`config.mk`:
```
export PLATFORM = sky130hd
export DESIGN_NAME = mclk_gen
export DESIGN_NICKNAME = d
export VERILOG_FILES = /design/src/rtl/mclk_gen_pkg.sv /design/src/rtl/mclk_ctrl_reg.sv /design/src/rtl/mclk_src_sel.sv /design/src/rtl/mclk_divider.sv /design/src/rtl/mclk_gen.sv
export SDC_FILE = /design/constraint.sdc
export NUM_CORES = 1
export LEC_CHECK = 0
export BUFFER_PORTS_ARGS = -buffer_cell sky130_fd_sc_hd__buf_2
export CORE_MARGIN = 2
export CORE_UTILIZATION = 40
export CTS_BUF_LIST = sky130_fd_sc_hd__clkbuf_8
export DETAILED_ROUTE_END_ITERATION = 7
export PLACE_DENSITY = 0.71
export SLEW_MARGIN = 20
export SYNTH_ARGS = -nofsm -noshare
export SYNTH_HDL_FRONTEND = slang
export SYNTH_SLANG_ARGS = --single-unit
```
`constraint.sdc`:
```
create_clock -name clk -period 2.15 [get_ports clk]
set_input_delay 0.3225 -clock clk [delete_from_list [all_inputs] [get_ports clk]]
set_output_delay 0.3225 -clock clk [all_outputs]
set_load 0.05 [all_outputs]
```
`src/rtl/mclk_gen_pkg.sv`:
```
package mclk_gen_pkg;

   localparam int WORD_W  = 32;
   localparam int ALT_BIT = 7;
   localparam int SEL_LSB = 14;
   localparam int EN_BIT  = 16;
   localparam int DIV_LSB = 17;

   function automatic logic [WORD_W-1:0] field_mask(int sel_w, int div_w, bit has_alt);
      logic [WORD_W-1:0] m;
      m = '0;
      for (int i = 0; i < WORD_W; i++) begin
         if (i >= SEL_LSB && i < SEL_LSB + sel_w) m[i] = 1'b1;
         if (i == EN_BIT) m[i] = 1'b1;
         if (i >= DIV_LSB && i < DIV_LSB + div_w) m[i] = 1'b1;
         if (has_alt && i == ALT_BIT) m[i] = 1'b1;
      end
      return m;
   endfunction

endpackage

```
`src/rtl/mclk_ctrl_reg.sv`:
```
module mclk_ctrl_reg #(
   parameter int WORD_W = 32,
   parameter logic [WORD_W-1:0] MASK = '1
) (
   input  logic              clk,
   input  logic              rst_n,
   input  logic              wr_en,
   input  logic [WORD_W-1:0] wr_data,
   output logic [WORD_W-1:0] ctrl_q
);

   always_ff @(posedge clk or negedge rst_n) begin
      if (!rst_n)     ctrl_q <= '0;
      else if (wr_en) ctrl_q <= wr_data & MASK;
   end

   // the word written one cycle earlier is what reads back
   p_readback_r9: assert property (@(posedge clk) disable iff (!rst_n)
      wr_en |=> (ctrl_q == ($past(wr_data) & MASK)));

   p_hold_r9: assert property (@(posedge clk) disable iff (!rst_n)
      !wr_en |=> $stable(ctrl_q));

endmodule

```
`src/rtl/mclk_src_sel.sv`:
```
module mclk_src_sel #(
   parameter int SEL_W   = 2,
   parameter int NUM_SRC = 1 << SEL_W
) (
   input  logic               clk,
   input  logic               rst_n,
   input  logic [NUM_SRC-1:0] src_clk,
   input  logic [SEL_W-1:0]   sel,
   output logic               rise,
   output logic               fall
);

   logic lvl_q, lvl_qq;

   always_ff @(posedge clk or negedge rst_n) begin
      if (!rst_n) begin
         lvl_q  <= 1'b0;
         lvl_qq <= 1'b0;
      end else begin
         lvl_q  <= src_clk[sel];
         lvl_qq <= lvl_q;
      end
   end

   assign rise = lvl_q & ~lvl_qq;
   assign fall = ~lvl_q & lvl_qq;

endmodule

```
`src/rtl/mclk_divider.sv`:
```
module mclk_divider #(
   parameter int DIV_W = 15
) (
   input  logic             clk,
   input  logic             rst_n,
   input  logic             en,
   input  logic [DIV_W-1:0] div_field,
   input  logic             rise,
   input  logic             fall,
   output logic             div_out
);

   localparam logic [DIV_W-1:0] ONE  = DIV_W'(1);
   localparam logic [DIV_W:0]   TWO1 = (DIV_W+1)'(2);

   logic [DIV_W-1:0] div_act;
   logic [DIV_W-1:0] cnt;
   logic [DIV_W:0]   half;
   logic             term;

   assign half = ({1'b0, div_act} + TWO1) >> 1;
   assign term = (cnt == div_act);

   always_ff @(posedge clk or negedge rst_n) begin
      if (!rst_n) begin
         div_act <= '0;
         cnt     <= '0;
         div_out <= 1'b0;
      end else if (!en) begin
         div_act <= div_field;
         cnt     <= '0;
         div_out <= 1'b0;
      end else if (rise) begin
         if (term) begin
            cnt     <= '0;
            div_act <= div_field;
         end else begin
            cnt <= cnt + ONE;
         end
         if (cnt == '0)                  div_out <= 1'b1;
         else if ({1'b0, cnt} == half)   div_out <= 1'b0;
      end else if (fall && div_act == '0) begin
         div_out <= 1'b0;
      end
   end

   // a closed gate leaves the output low
   p_gate_idle_r2: assert property (@(posedge clk) disable iff (!rst_n)
      !en |=> !div_out);

   // the counter never passes the active terminal value
   p_cnt_range_r4: assert property (@(posedge clk) disable iff (!rst_n)
      cnt <= div_act);

   // with the gate open, the ratio changes only on a source edge
   p_ratio_hold_r7: assert property (@(posedge clk) disable iff (!rst_n)
      (en && !rise) |=> $stable(div_act));

   // the output starts a high phase only on a source rising edge
   p_rise_on_edge_r8: assert property (@(posedge clk) disable iff (!rst_n)
      !(en && rise) |=> !$rose(div_out));

endmodule

```
`src/rtl/mclk_gen.sv`:
```
module mclk_gen #(
   parameter int SEL_W   = 2,
   parameter int DIV_W   = 15,
   parameter bit HAS_ALT = 1'b1
) (
   input  logic        clk,
   input  logic        rst_n,
   input  logic        wr_en,
   input  logic [31:0] wr_data,
   output logic [31:0] rd_data,
   input  logic [3:0]  src_clk,
   input  logic        alt_clk,
   output logic        mclk_out
);
   import mclk_gen_pkg::*;

   localparam int NUM_SRC = 1 << SEL_W;
   localparam logic [WORD_W-1:0] MASK = field_mask(SEL_W, DIV_W, HAS_ALT);

   if (SEL_LSB + SEL_W > EN_BIT) begin : g_bad_sel
      $error("select field overlaps the enable bit");
   end
   if (DIV_LSB + DIV_W > WORD_W) begin : g_bad_div
      $error("divider field does not fit in the control word");
   end
   if (DIV_W < 2) begin : g_bad_divw
      $error("divider must be at least two bits wide");
   end
   if (NUM_SRC != 4) begin : g_bad_src
      $error("source port width assumes four sources");
   end

   logic [WORD_W-1:0] ctrl_q;
   logic              rise, fall, div_out;

   mclk_ctrl_reg #(.WORD_W(WORD_W), .MASK(MASK)) u_reg (
      .clk(clk), .rst_n(rst_n), .wr_en(wr_en), .wr_data(wr_data), .ctrl_q(ctrl_q)
   );

   mclk_src_sel #(.SEL_W(SEL_W), .NUM_SRC(NUM_SRC)) u_sel (
      .clk(clk), .rst_n(rst_n), .src_clk(src_clk),
      .sel(ctrl_q[SEL_LSB +: SEL_W]), .rise(rise), .fall(fall)
   );

   mclk_divider #(.DIV_W(DIV_W)) u_div (
      .clk(clk), .rst_n(rst_n), .en(ctrl_q[EN_BIT]),
      .div_field(ctrl_q[DIV_LSB +: DIV_W]),
      .rise(rise), .fall(fall), .div_out(div_out)
   );

   assign rd_data = ctrl_q;

   if (HAS_ALT) begin : g_alt
      assign mclk_out = ctrl_q[ALT_BIT] ? alt_clk : div_out;
   end else begin : g_pass
      logic unused_alt;
      assign unused_alt = alt_clk;
      assign mclk_out   = div_out;
   end

   // control word clear in the first cycle after reset release
   p_reset_clear_r1: assert property (@(posedge clk) disable iff (!rst_n)
      $rose(rst_n) |-> (ctrl_q == '0));

endmodule

```
==> results.toml <==
[synthesis]
ys_async_sr_fraction = 1.00
synthesis.area_um2 = 3220
synth_mux_area_frac = 0.140
synth-adder-area-share = 0.0117
synth-edff-count = 0
yosys_warnings = 0
ys.flop_type = "dfrtp_1"
synth_top_family_by_area = "simple AND/OR/NAND/NOR gates"
synth-simple-area-share = 0.156
synth-xor-area-share = 0.114
ys_seq_elements = 52
syn_area_per_cell_um2 = 10.5
seq_area_frac_synth = 0.404
synthDistinctLibCells = 49
synth_compound_area_frac = 0.0754
synth_cells = 307

[setup_path]
setup.worst_path.start_class = "flop"
cp_data_required_time_ns = 2.35
crit_path_end_kind = "flop"
slowest_stage = "nor4_2"
crit_start = "u_div.div_act[14]"
worstSetupPathType = "reg2reg"
slowest_delay_ns = 0.47
r2r-start = "u_div.div_act[14]"
cp_num_buf_inv = 1
worstPathArrival_ns = 2.21
crit_family = "simple AND/OR/NAND/NOR gates"
worstPathCellList = "xor2_1, nor4_2, a31oi_4, nor2_8, buf_12, mux2_2"
critPathMaxFanout = 10

[finish]
nets = 407
drive_gt1_frac = 0.362
utilization = 0.483
layout_commonest_cell = "dfrtp_1"
antenna_cells = 0
final_cell_mix = "dfrtp_1 (51), buf_2 (46), buf_4 (30)"
area_growth_pct = 16.6

[power_and_ir_drop]
p_total_w = 0.00301
p_per_area_nw_per_um2 = 803
irDropWorstVdd_v = 0.000530
p_leak_nw = 1.68

[route]
antenna_left = 0
num_vias = 2441
wl_per_cell_um = 15.2
drt_pre_antenna_iters = 4
routed_wl_um = 7090
drc = 0
routed_via_density = 5.23
drt_iter0_markers = 142

[sta]
rsz0062_at_grt = "false"
whs_ns = 0.00292
setup_tns_ns = 0
setup-violations-final = 0
skew_ns = 0.00895
worstMarginPinSlew_ns = 0.580
worst_slew_margin_rel = 0.613
hold_viol = 0
fin_crit_ns = 2.01
max_clock_freq_ghz = 0.498
post-route-period-util = 0.935
maxSlewViolCount = 0

[cts]
clock-root-buffer = "clkbuf_8"
postCtsSetupBuffers = 0
clock-sinks = 52
htree_levels = 2
cts_tree = "yes"
clockBufferDepth = 2
clock_latency_ns = 0.31
clkTransAtPathRegs_ns = 0.10
cts_buffers = 5

[place]
place.gp.congestion = 0.933
hpwl_um = 5580
port_buffers = 46

[floorplan]
initial_core_util = 0.414
die_area_um2 = 8780
die_x_um = 93.7
rows = 32
fp.dieH_um = 93.7
core_area_um2 = 7770
ios = 73

[job]
maxCapViolations = 0

[global_route]
antenna_found_initial = 0
grt_pass1_wl_um = 11900
gr-usage-all-layers = 0.172
grt_pass1_vias = 2497
grt_max_degree = 29
grt-ovfl-total = 0

[min_path]
min_path_type = "in2async"

[outcome]
status = "finished clean"
flip-flops by register name, indices dropped and copies added (netlist names):
| name | cells |
|---|---|
| u_reg.ctrl_q | 19 |
| u_div.cnt | 15 |
| u_div.div_out | 1 |
| u_div.div_act | 15 |
| u_sel.lvl_qq | 1 |
| u_sel.lvl_q | 1 |
through the flow:
stage	cells	area, µm²	worst slack [ns]
2_1_floorplan	319	3260	0.218
3_3_place_gp	459	3620	0.156
3_5_place_dp	459	3620	0.139
4_1_cts	467	3730	0.120
5_1_grt	467	3750	0.00552
6_report	467	3750	0.140
cell type report:
type / count / area (µm²)
Clock inverter: 3 / 38.8
Fill cell: 716 / 4020
Timing Repair Buffer: 79 / 515
Clock buffer: 5 / 68.8
Inverter: 9 / 33.8
Sequential cell: 52 / 1300
Multi-Input combinational cell: 217 / 1670
Tap cell: 102 / 128
cell families (layout without fill, tap and decap cells):
logic type / count (synthesis) / count (layout)
AND/OR/NAND/NOR: 89 / 89
other: 1 / 13
AO/OA/AOI/OAI: 34 / 34
buffers and inverters: 50 / 96
multiplexers: 36 / 36
XOR/XNOR: 42 / 42
adder cells (fa/ha/maj): 3 / 3
flip-flops: 52 / 52
worst paths after layout:
| path | to | slack (ns) | cells past startpoint |
|---|---|---|---|
| max | u_div.div_act[14] | 0.14 | 6 |
| min | u_div.div_act[12] | 0.003 | 1 |
| max reg2reg | u_div.div_act[14] | 0.14 | 6 |
| min reg2reg | u_sel.lvl_qq | 0.47 | 0 |
| max in group asynchronous | u_div.div_act[2] | 1.59 | 2 |
| min in group clk | u_reg.ctrl_q[16] | 0.23 | 3 |
synth_stat cells, types with 3 or more instances:
| cell | count | area [µm²] |
|---|---|---|
| nor3_1 | 7 | 35.0 |
| a21oi_1 | 5 | 25.0 |
| xnor2_1 | 20 | 175 |
| clkbuf_1 | 3 | 11.3 |
| buf_6 | 4 | 45.0 |
| xor2_1 | 22 | 193 |
| and3_1 | 5 | 31.3 |
| nand4_1 | 9 | 56.3 |
| nand2_1 | 16 | 60.1 |
| dfrtp_1 | 52 | 1300 |
| nor2_1 | 15 | 56.3 |
| nor4_1 | 8 | 50.1 |
| o21ai_0 | 9 | 45.0 |
| mux2_2 | 25 | 282 |
| nand3_1 | 13 | 65.1 |
| buf_4 | 16 | 120 |
| ha_1 | 3 | 37.5 |
| a31oi_1 | 4 | 25.0 |
| buf_2 | 17 | 85.1 |
| inv_1 | 9 | 33.8 |
| nor4_2 | 3 | 37.5 |
| mux2_4 | 9 | 135 |
power by group:
group | internal [W] | switching [W] | leakage [nW] | total, W
registers | 0.00110 | 0.000131 | 0.644 | 0.00123
clock network | 0.000341 | 0.000330 | 0.0593 | 0.000671
logic | 0.000477 | 0.000634 | 0.978 | 0.00111
metal layers:
| layer | track usage | vias to the layer above | routed length, µm |
|---|---|---|---|
| met5 | 0 | - | 0 |
| met4 | 0.0688 | 0 | 204 |
| met3 | 0.0233 | 20 | 318 |
| met2 | 0.291 | 83 | 3520 |
| met1 | 0.222 | 1183 | 3040 |
| li1 | - | 1155 | - |
repair_timing:
action	4_1_cts	5_1_grt
hold buffers	0	0
gates resized for setup	0	4
endpoints found under the setup margin	0	2
Power figures use the tool's default switching activity.
